[config.mk]
export PLATFORM = sky130hd
export DESIGN_NAME = vlan_rx_filter
export DESIGN_NICKNAME = d
export VERILOG_FILES = /design/src/rtl/vlan_filt_pkg.sv /design/src/rtl/vf_beat_track.sv /design/src/rtl/vf_hdr_capture.sv /design/src/rtl/vf_cfg_hold.sv /design/src/rtl/vf_decide.sv /design/src/rtl/vlan_rx_filter.sv
export SDC_FILE = /design/constraint.sdc
export NUM_CORES = 1
export LEC_CHECK = 0
export BUFFER_PORTS_ARGS = -buffer_cell sky130_fd_sc_hd__buf_2
export CORE_ASPECT_RATIO = 0.5
export CORE_MARGIN = 3
export CORE_UTILIZATION = 59
export DETAILED_ROUTE_END_ITERATION = 10
export PLACE_DENSITY = 0.79
export SLEW_MARGIN = 20
export SYNTH_ARGS = -nofsm -noshare
export SYNTH_HDL_FRONTEND = slang
export SYNTH_HIERARCHICAL = 1
export SYNTH_SLANG_ARGS = --single-unit
export TNS_END_PERCENT = 20
[constraint.sdc]
create_clock -name clk -period 5.25 [get_ports clk]
set_input_delay 1.05 -clock clk [delete_from_list [all_inputs] [get_ports clk]]
set_output_delay 1.05 -clock clk [all_outputs]
set_load 0.005 [all_outputs]
[src/rtl/vlan_filt_pkg.sv]
package vlan_filt_pkg;
  localparam logic [15:0] TPID_VLAN = 16'h8100;
  localparam int TYPE_HI_POS = 13;
  localparam int HDR_BYTES   = 4;
  localparam int TAG_LO_POS  = TYPE_HI_POS + HDR_BYTES - 1;

  typedef struct packed {
    logic vlan;
    logic match;
    logic oversize;
  } vf_report_t;
endpackage

[src/rtl/vf_beat_track.sv]
module vf_beat_track #(
  parameter int CNT_W = 16
) (
  input  logic             clk,
  input  logic             rst_n,
  input  logic             take,
  input  logic             sof,
  input  logic             eof,
  output logic             start,
  output logic             beat_ok,
  output logic             end_ok,
  output logic [CNT_W-1:0] idx_cur
);
  localparam logic [CNT_W-1:0] CNT_MAX = {CNT_W{1'b1}};

  logic             open_q;
  logic [CNT_W-1:0] cnt_q;
  logic             cont;

  always_comb begin
    start   = take & sof;
    cont    = take & ~sof & open_q;
    beat_ok = start | cont;
    end_ok  = beat_ok & eof;
    if (start)
      idx_cur = CNT_W'(1);
    else if (cnt_q == CNT_MAX)
      idx_cur = CNT_MAX;
    else
      idx_cur = cnt_q + CNT_W'(1);
  end

  always_ff @(posedge clk or negedge rst_n) begin
    if (!rst_n) begin
      open_q <= 1'b0;
      cnt_q  <= '0;
    end else begin
      if (beat_ok)
        cnt_q <= idx_cur;
      if (end_ok)
        open_q <= 1'b0;
      else if (start)
        open_q <= 1'b1;
    end
  end
endmodule

[src/rtl/vf_hdr_capture.sv]
module vf_hdr_capture #(
  parameter int CNT_W = 16
) (
  input  logic             clk,
  input  logic             rst_n,
  input  logic             beat_ok,
  input  logic [CNT_W-1:0] idx_cur,
  input  logic [7:0]       data,
  output logic [15:0]      type_nx,
  output logic [15:0]      tag_nx
);
  import vlan_filt_pkg::*;

  logic [7:0] slot_nx [HDR_BYTES];

  for (genvar k = 0; k < HDR_BYTES; k++) begin : g_slot
    logic [7:0] slot_q;
    logic       hit;
    assign hit        = beat_ok && (idx_cur == CNT_W'(TYPE_HI_POS + k));
    assign slot_nx[k] = hit ? data : slot_q;
    always_ff @(posedge clk or negedge rst_n) begin
      if (!rst_n)
        slot_q <= '0;
      else if (hit)
        slot_q <= data;
    end
  end

  assign type_nx = {slot_nx[0], slot_nx[1]};
  assign tag_nx  = {slot_nx[2], slot_nx[3]};
endmodule

[src/rtl/vf_cfg_hold.sv]
module vf_cfg_hold #(
  parameter int TAG_W = 16
) (
  input  logic             clk,
  input  logic             rst_n,
  input  logic             start,
  input  logic [TAG_W-1:0] cfg_tag,
  input  logic             cfg_vid_only,
  output logic [TAG_W-1:0] eff_tag,
  output logic             eff_vid_only
);
  logic [TAG_W-1:0] tag_q;
  logic             mode_q;

  assign eff_tag      = start ? cfg_tag : tag_q;
  assign eff_vid_only = start ? cfg_vid_only : mode_q;

  always_ff @(posedge clk or negedge rst_n) begin
    if (!rst_n) begin
      tag_q  <= '0;
      mode_q <= 1'b0;
    end else if (start) begin
      tag_q  <= cfg_tag;
      mode_q <= cfg_vid_only;
    end
  end
endmodule

[src/rtl/vf_decide.sv]
module vf_decide #(
  parameter int CNT_W      = 16,
  parameter int TAG_W      = 16,
  parameter int VID_W      = 12,
  parameter int LEN_PLAIN  = 1518,
  parameter int LEN_TAGGED = 1522
) (
  input  logic             clk,
  input  logic             rst_n,
  input  logic             end_ok,
  input  logic [CNT_W-1:0] idx_cur,
  input  logic [15:0]      type_nx,
  input  logic [TAG_W-1:0] tag_nx,
  input  logic [TAG_W-1:0] eff_tag,
  input  logic             eff_vid_only,
  output logic             st_valid,
  output vlan_filt_pkg::vf_report_t st_rep
);
  import vlan_filt_pkg::*;

  localparam logic [TAG_W-1:0] MASK_FULL = {TAG_W{1'b1}};
  localparam logic [TAG_W-1:0] MASK_VID  = TAG_W'({VID_W{1'b1}});

  logic [TAG_W-1:0] mask, want, got;
  logic             long_enough, is_tag, wild, eq;
  logic [CNT_W-1:0] limit;
  vf_report_t       rep_nx;

  always_comb begin
    mask        = eff_vid_only ? MASK_VID : MASK_FULL;
    want        = eff_tag & mask;
    got         = tag_nx & mask;
    long_enough = idx_cur >= CNT_W'(TAG_LO_POS);
    is_tag      = long_enough && (type_nx == TPID_VLAN);
    wild        = (want == '0);
    eq          = (got == want);
    limit       = is_tag ? CNT_W'(LEN_TAGGED) : CNT_W'(LEN_PLAIN);
    rep_nx.vlan     = is_tag;
    rep_nx.match    = is_tag && (wild || eq);
    rep_nx.oversize = idx_cur > limit;
  end

  always_ff @(posedge clk or negedge rst_n) begin
    if (!rst_n) begin
      st_valid <= 1'b0;
      st_rep   <= '0;
    end else begin
      st_valid <= end_ok;
      st_rep   <= end_ok ? rep_nx : '0;
    end
  end
endmodule

[src/rtl/vlan_rx_filter.sv]
module vlan_rx_filter #(
  parameter int CNT_W      = 16,
  parameter int TAG_W      = 16,
  parameter int VID_W      = 12,
  parameter int LEN_PLAIN  = 1518,
  parameter int LEN_TAGGED = 1522
) (
  input  logic             clk,
  input  logic             rst_n,
  input  logic             s_valid,
  output logic             s_ready,
  input  logic             s_sof,
  input  logic             s_eof,
  input  logic [7:0]       s_data,
  input  logic [TAG_W-1:0] cfg_tag,
  input  logic             cfg_vid_only,
  output logic             st_valid,
  output logic             st_vlan,
  output logic             st_match,
  output logic             st_oversize
);
  import vlan_filt_pkg::*;

  logic             rdy_q, take, start, beat_ok, end_ok, eff_vid_only;
  logic [CNT_W-1:0] idx_cur;
  logic [15:0]      type_nx, tag_nx;
  logic [TAG_W-1:0] eff_tag;
  vf_report_t       rep;

  always_ff @(posedge clk or negedge rst_n) begin
    if (!rst_n) rdy_q <= 1'b0;
    else        rdy_q <= 1'b1;
  end

  assign s_ready = rdy_q;
  assign take    = s_valid & rdy_q;

  vf_beat_track #(.CNT_W(CNT_W)) u_track (
    .clk(clk), .rst_n(rst_n), .take(take), .sof(s_sof), .eof(s_eof),
    .start(start), .beat_ok(beat_ok), .end_ok(end_ok), .idx_cur(idx_cur)
  );

  vf_hdr_capture #(.CNT_W(CNT_W)) u_hdr (
    .clk(clk), .rst_n(rst_n), .beat_ok(beat_ok), .idx_cur(idx_cur),
    .data(s_data), .type_nx(type_nx), .tag_nx(tag_nx)
  );

  vf_cfg_hold #(.TAG_W(TAG_W)) u_cfg (
    .clk(clk), .rst_n(rst_n), .start(start), .cfg_tag(cfg_tag),
    .cfg_vid_only(cfg_vid_only), .eff_tag(eff_tag), .eff_vid_only(eff_vid_only)
  );

  vf_decide #(
    .CNT_W(CNT_W), .TAG_W(TAG_W), .VID_W(VID_W),
    .LEN_PLAIN(LEN_PLAIN), .LEN_TAGGED(LEN_TAGGED)
  ) u_dec (
    .clk(clk), .rst_n(rst_n), .end_ok(end_ok), .idx_cur(idx_cur),
    .type_nx(type_nx), .tag_nx(TAG_W'(tag_nx)), .eff_tag(eff_tag),
    .eff_vid_only(eff_vid_only), .st_valid(st_valid), .st_rep(rep)
  );

  assign st_vlan     = rep.vlan;
  assign st_match    = rep.match;
  assign st_oversize = rep.oversize;
endmodule

==> impl_metrics.json <==
{
  "status": "complete, no violations",
  "synth_enable_flop_cells": 0,
  "overflow": 0,
  "io_buffer_count": 34,
  "core_mm2": 0.00582,
  "wl_mm": 8.49,
  "grt_pass1_wl_mm": 14.3,
  "hold_ws_ns": 0.504,
  "async_reset_ff_frac": 1.00,
  "dp_hpwl_mm": 5.89,
  "ys_ff_latch": 71,
  "vias_per_cell": 6.10,
  "die_area_mm2": 0.00745,
  "clockBufferDepth": 2,
  "irDropWorstVdd_mv": 0.241,
  "grt_pass1_vias": 2863,
  "arrival_ns": 5.15,
  "io_pins": 35,
  "leakage_nw": 1.91,
  "worst_ep_required_time_ns": 5.48,
  "diodes": 0,
  "fin_crit_ns": 4.92,
  "power_density_mw_per_mm2": 323,
  "max_slew_margin": 0.393,
  "drc_errors": 0,
  "setup_violations": 0,
  "grt_max_degree": 72,
  "tns_ns": 0,
  "ant_nets": 0,
  "hold_path.class": "register to register",
  "hold_viol": 0,
  "seq_area_mm2": 0.00178,
  "ys_seq_area_frac": 0.471,
  "worstSetupEndpointType": "register",
  "wl_per_cell_um": 18.5,
  "rows": 19,
  "start_util": 0.648,
  "die_h_um": 62.6,
  "drv_slew": 0,
  "period_share": 0.937,
  "fmax_ghz": 0.203,
  "gp_congestion": 0.907,
  "multi_input_area_mm2": 0.00195,
  "synth_area_leaders": "dfrtp_1 (47%), mux2_2 (12%), xnor2_1 (5.3%)",
  "maxCapViolCount": 0,
  "avgSynthCellArea_um2": 11.6,
  "drtIter0Drc": 387,
  "crit_path_max_fanout": 8,
  "drive_gt1_frac": 0.350,
  "vias": 2794,
  "cts_tree": "yes",
  "grt_setup_unrepaired": "no",
  "synth_nets": 359,
  "die_w_um": 119,
  "netlist_area_mm2": 0.00377,
  "syn_inst": 325,
  "fillCellCount": 370,
  "synth_flop_cell": "dfrtp_1",
  "crit_path_start_kind": "register",
  "critPathKind": "register to register",
  "path_clk_slew_ns": 0.06,
  "holdBufCountCts": 0,
  "cts_max_level": 3,
  "root_buffer": "clkbuf_16",
  "grt_use_total": 0.244,
  "worst_slew_pin_slew_ns": 0.907,
  "final_nets": 403,
  "fin_worst_skew_ns": 0.00995,
  "grt_antenna_before_repair": 0,
  "dr.pass1.iters": 4,
  "clock_sinks": 71,
  "synth_top_area_cell": "dfrtp_1",
  "cts_buffers": 9,
  "clk_latency_ns": 0.34,
  "ys_warn_count": 6,
  "area_delta_synth_final_pct": 15.7,
  "synth_cell_type_count": 45,
  "yosys.area.top_type_share": 0.471
}
[flip-flops by register name (all words and copies together) (netlist names)]
signal               cells
u_track/cnt_q           16
u_cfg/mode_q             1
u_dec/st_valid           1
u_dec/st_rep             3
u_cfg/tag_q             16
u_track/open_q           1
s_ready                  1
u_hdr/g_slot.slot_q     32
[cell type report]
class / instances / area share
multi-input cells: 236 / 0.446
well taps: 84 / 0.0241
clock buffers: 11 / 0.0533
flip-flops and latches: 71 / 0.407
repair buffers: 44 / 0.0562
clock inverters: 5 / 0.00802
inverters: 7 / 0.00602
[cell families after synthesis]
group,count (synthesis),share of synthesized area
multiplexers,49,0.156
other,1,0.000993
AND/OR/NAND/NOR,98,0.175
buffers and inverters,18,0.0255
AO/OA/AOI/OAI,60,0.102
flip-flops,71,0.471
XOR/XNOR,24,0.0557
adder cells (fa/ha/maj),4,0.0133
[power breakdown]
group          internal [mW]  leakage (nW)  total, mW  switching, mW
Combinational          0.109         0.833      0.241          0.132
Clock                  0.319         0.129      0.548          0.229
Sequential             0.593         0.944      0.621         0.0281
[placed cells by master (no fill, tap or decap), types with 2 or more instances in the layout]
cell	instances
dfrtp_1	71
mux2_2	39
buf_2	34
xnor2_1	23
a21oi_1	21
nor2_1	19
nand2_1	11
buf_4	10
mux2_4	10
nor4_1	10
clkbuf_16	9
o21ai_0	9
a211oi_1	8
a31oi_1	8
nand3_1	7
nand4_1	6
inv_1	6
nor3_1	6
a311oi_1	6
nor4_2	5
and2_1	4
and3_1	4
ha_1	4
nor4_4	4
nor3_2	4
and4_1	3
clkinv_2	2
clkbuf_1	2
clkinv_4	2
and4bb_2	2
nor2b_1	2
nand2b_1	2
nand4_4	2
o21a_1	2
[cells in the mapped netlist (all sizes together), types with 3 or more instances]
master  number
ha           4
and4         3
clkbuf       5
o21ai        9
and2         4
buf          6
nor3        10
a311oi       6
nand2       12
inv          6
dfrtp       71
a31oi        8
nor2        19
nand3        8
a21oi       22
and3         4
nor4        19
a211oi       8
xnor2       23
mux2        49
nand4        9
[metrics by stage]
stage | setup slack, ns | power [mW] | instance area [um^2] | utilization | instances
2_1_floorplan | 0.577 | 0.787 | 3770 | - | 325
3_3_place_gp | 0.417 | 0.845 | 4040 | 0.694 | 440
3_5_place_dp | 0.231 | 0.856 | 4040 | 0.694 | 440
4_1_cts | 0.165 | 1.41 | 4310 | 0.740 | 456
5_1_grt | 0.00152 | 1.48 | 4370 | 0.750 | 458
6_report | 0.333 | 1.41 | 4370 | 0.750 | 458
[per-layer routing]
metal | vias up | wire length (um) | GRT usage
met1 | 1394 | 3830 | 0.318
li1 | 1302 | - | -
met2 | 89 | 4030 | 0.384
met3 | 9 | 532 | 0.0850
met5 | - | 0 | 0
met4 | 0 | 96 | 0.0794
[what timing repair did]
action | in CTS | in global routing
buffers inserted | 0 | 2
endpoints found under the setup margin | 0 | 1
resized for setup | 0 | 8
[path summary, 6_finish.rpt]
kind	startpoint	to	slack, ns	depth (start not counted)
max	u_track/cnt_q[2]	u_dec/st_rep[0]	0.33	18
min	u_hdr/g_slot[0].slot_q[0]	u_hdr/g_slot[0].slot_q[0]	0.50	1
max reg2reg	u_track/cnt_q[2]	u_dec/st_rep[0]	0.33	18
min reg2reg	u_hdr/g_slot[0].slot_q[0]	u_hdr/g_slot[0].slot_q[0]	0.50	1
max in group asynchronous	rst_n	u_track/cnt_q[15]	3.75	2
min in group asynchronous	rst_n	u_track/cnt_q[13]	0.92	2
[critical path, cell delays in order, from the launching register on]
cell and delay, ns:
dfrtp_1 0.53, nand4_4 0.21, or4_4 0.53, o21ai_0 0.21, a31oi_1 0.22, nor4_4 0.38, nand3_1 0.19, nor4_4 0.29
buf_4 0.20, mux2_2 0.37, nor4_2 0.29, nand4_1 0.15, a41oi_2 0.28, inv_1 0.08, ha_1 0.30, o21ai_0 0.09
a21oi_1 0.12, o21ai_0 0.11, a311oi_1 0.27
Note: power is estimated with default switching activity, not from simulation.
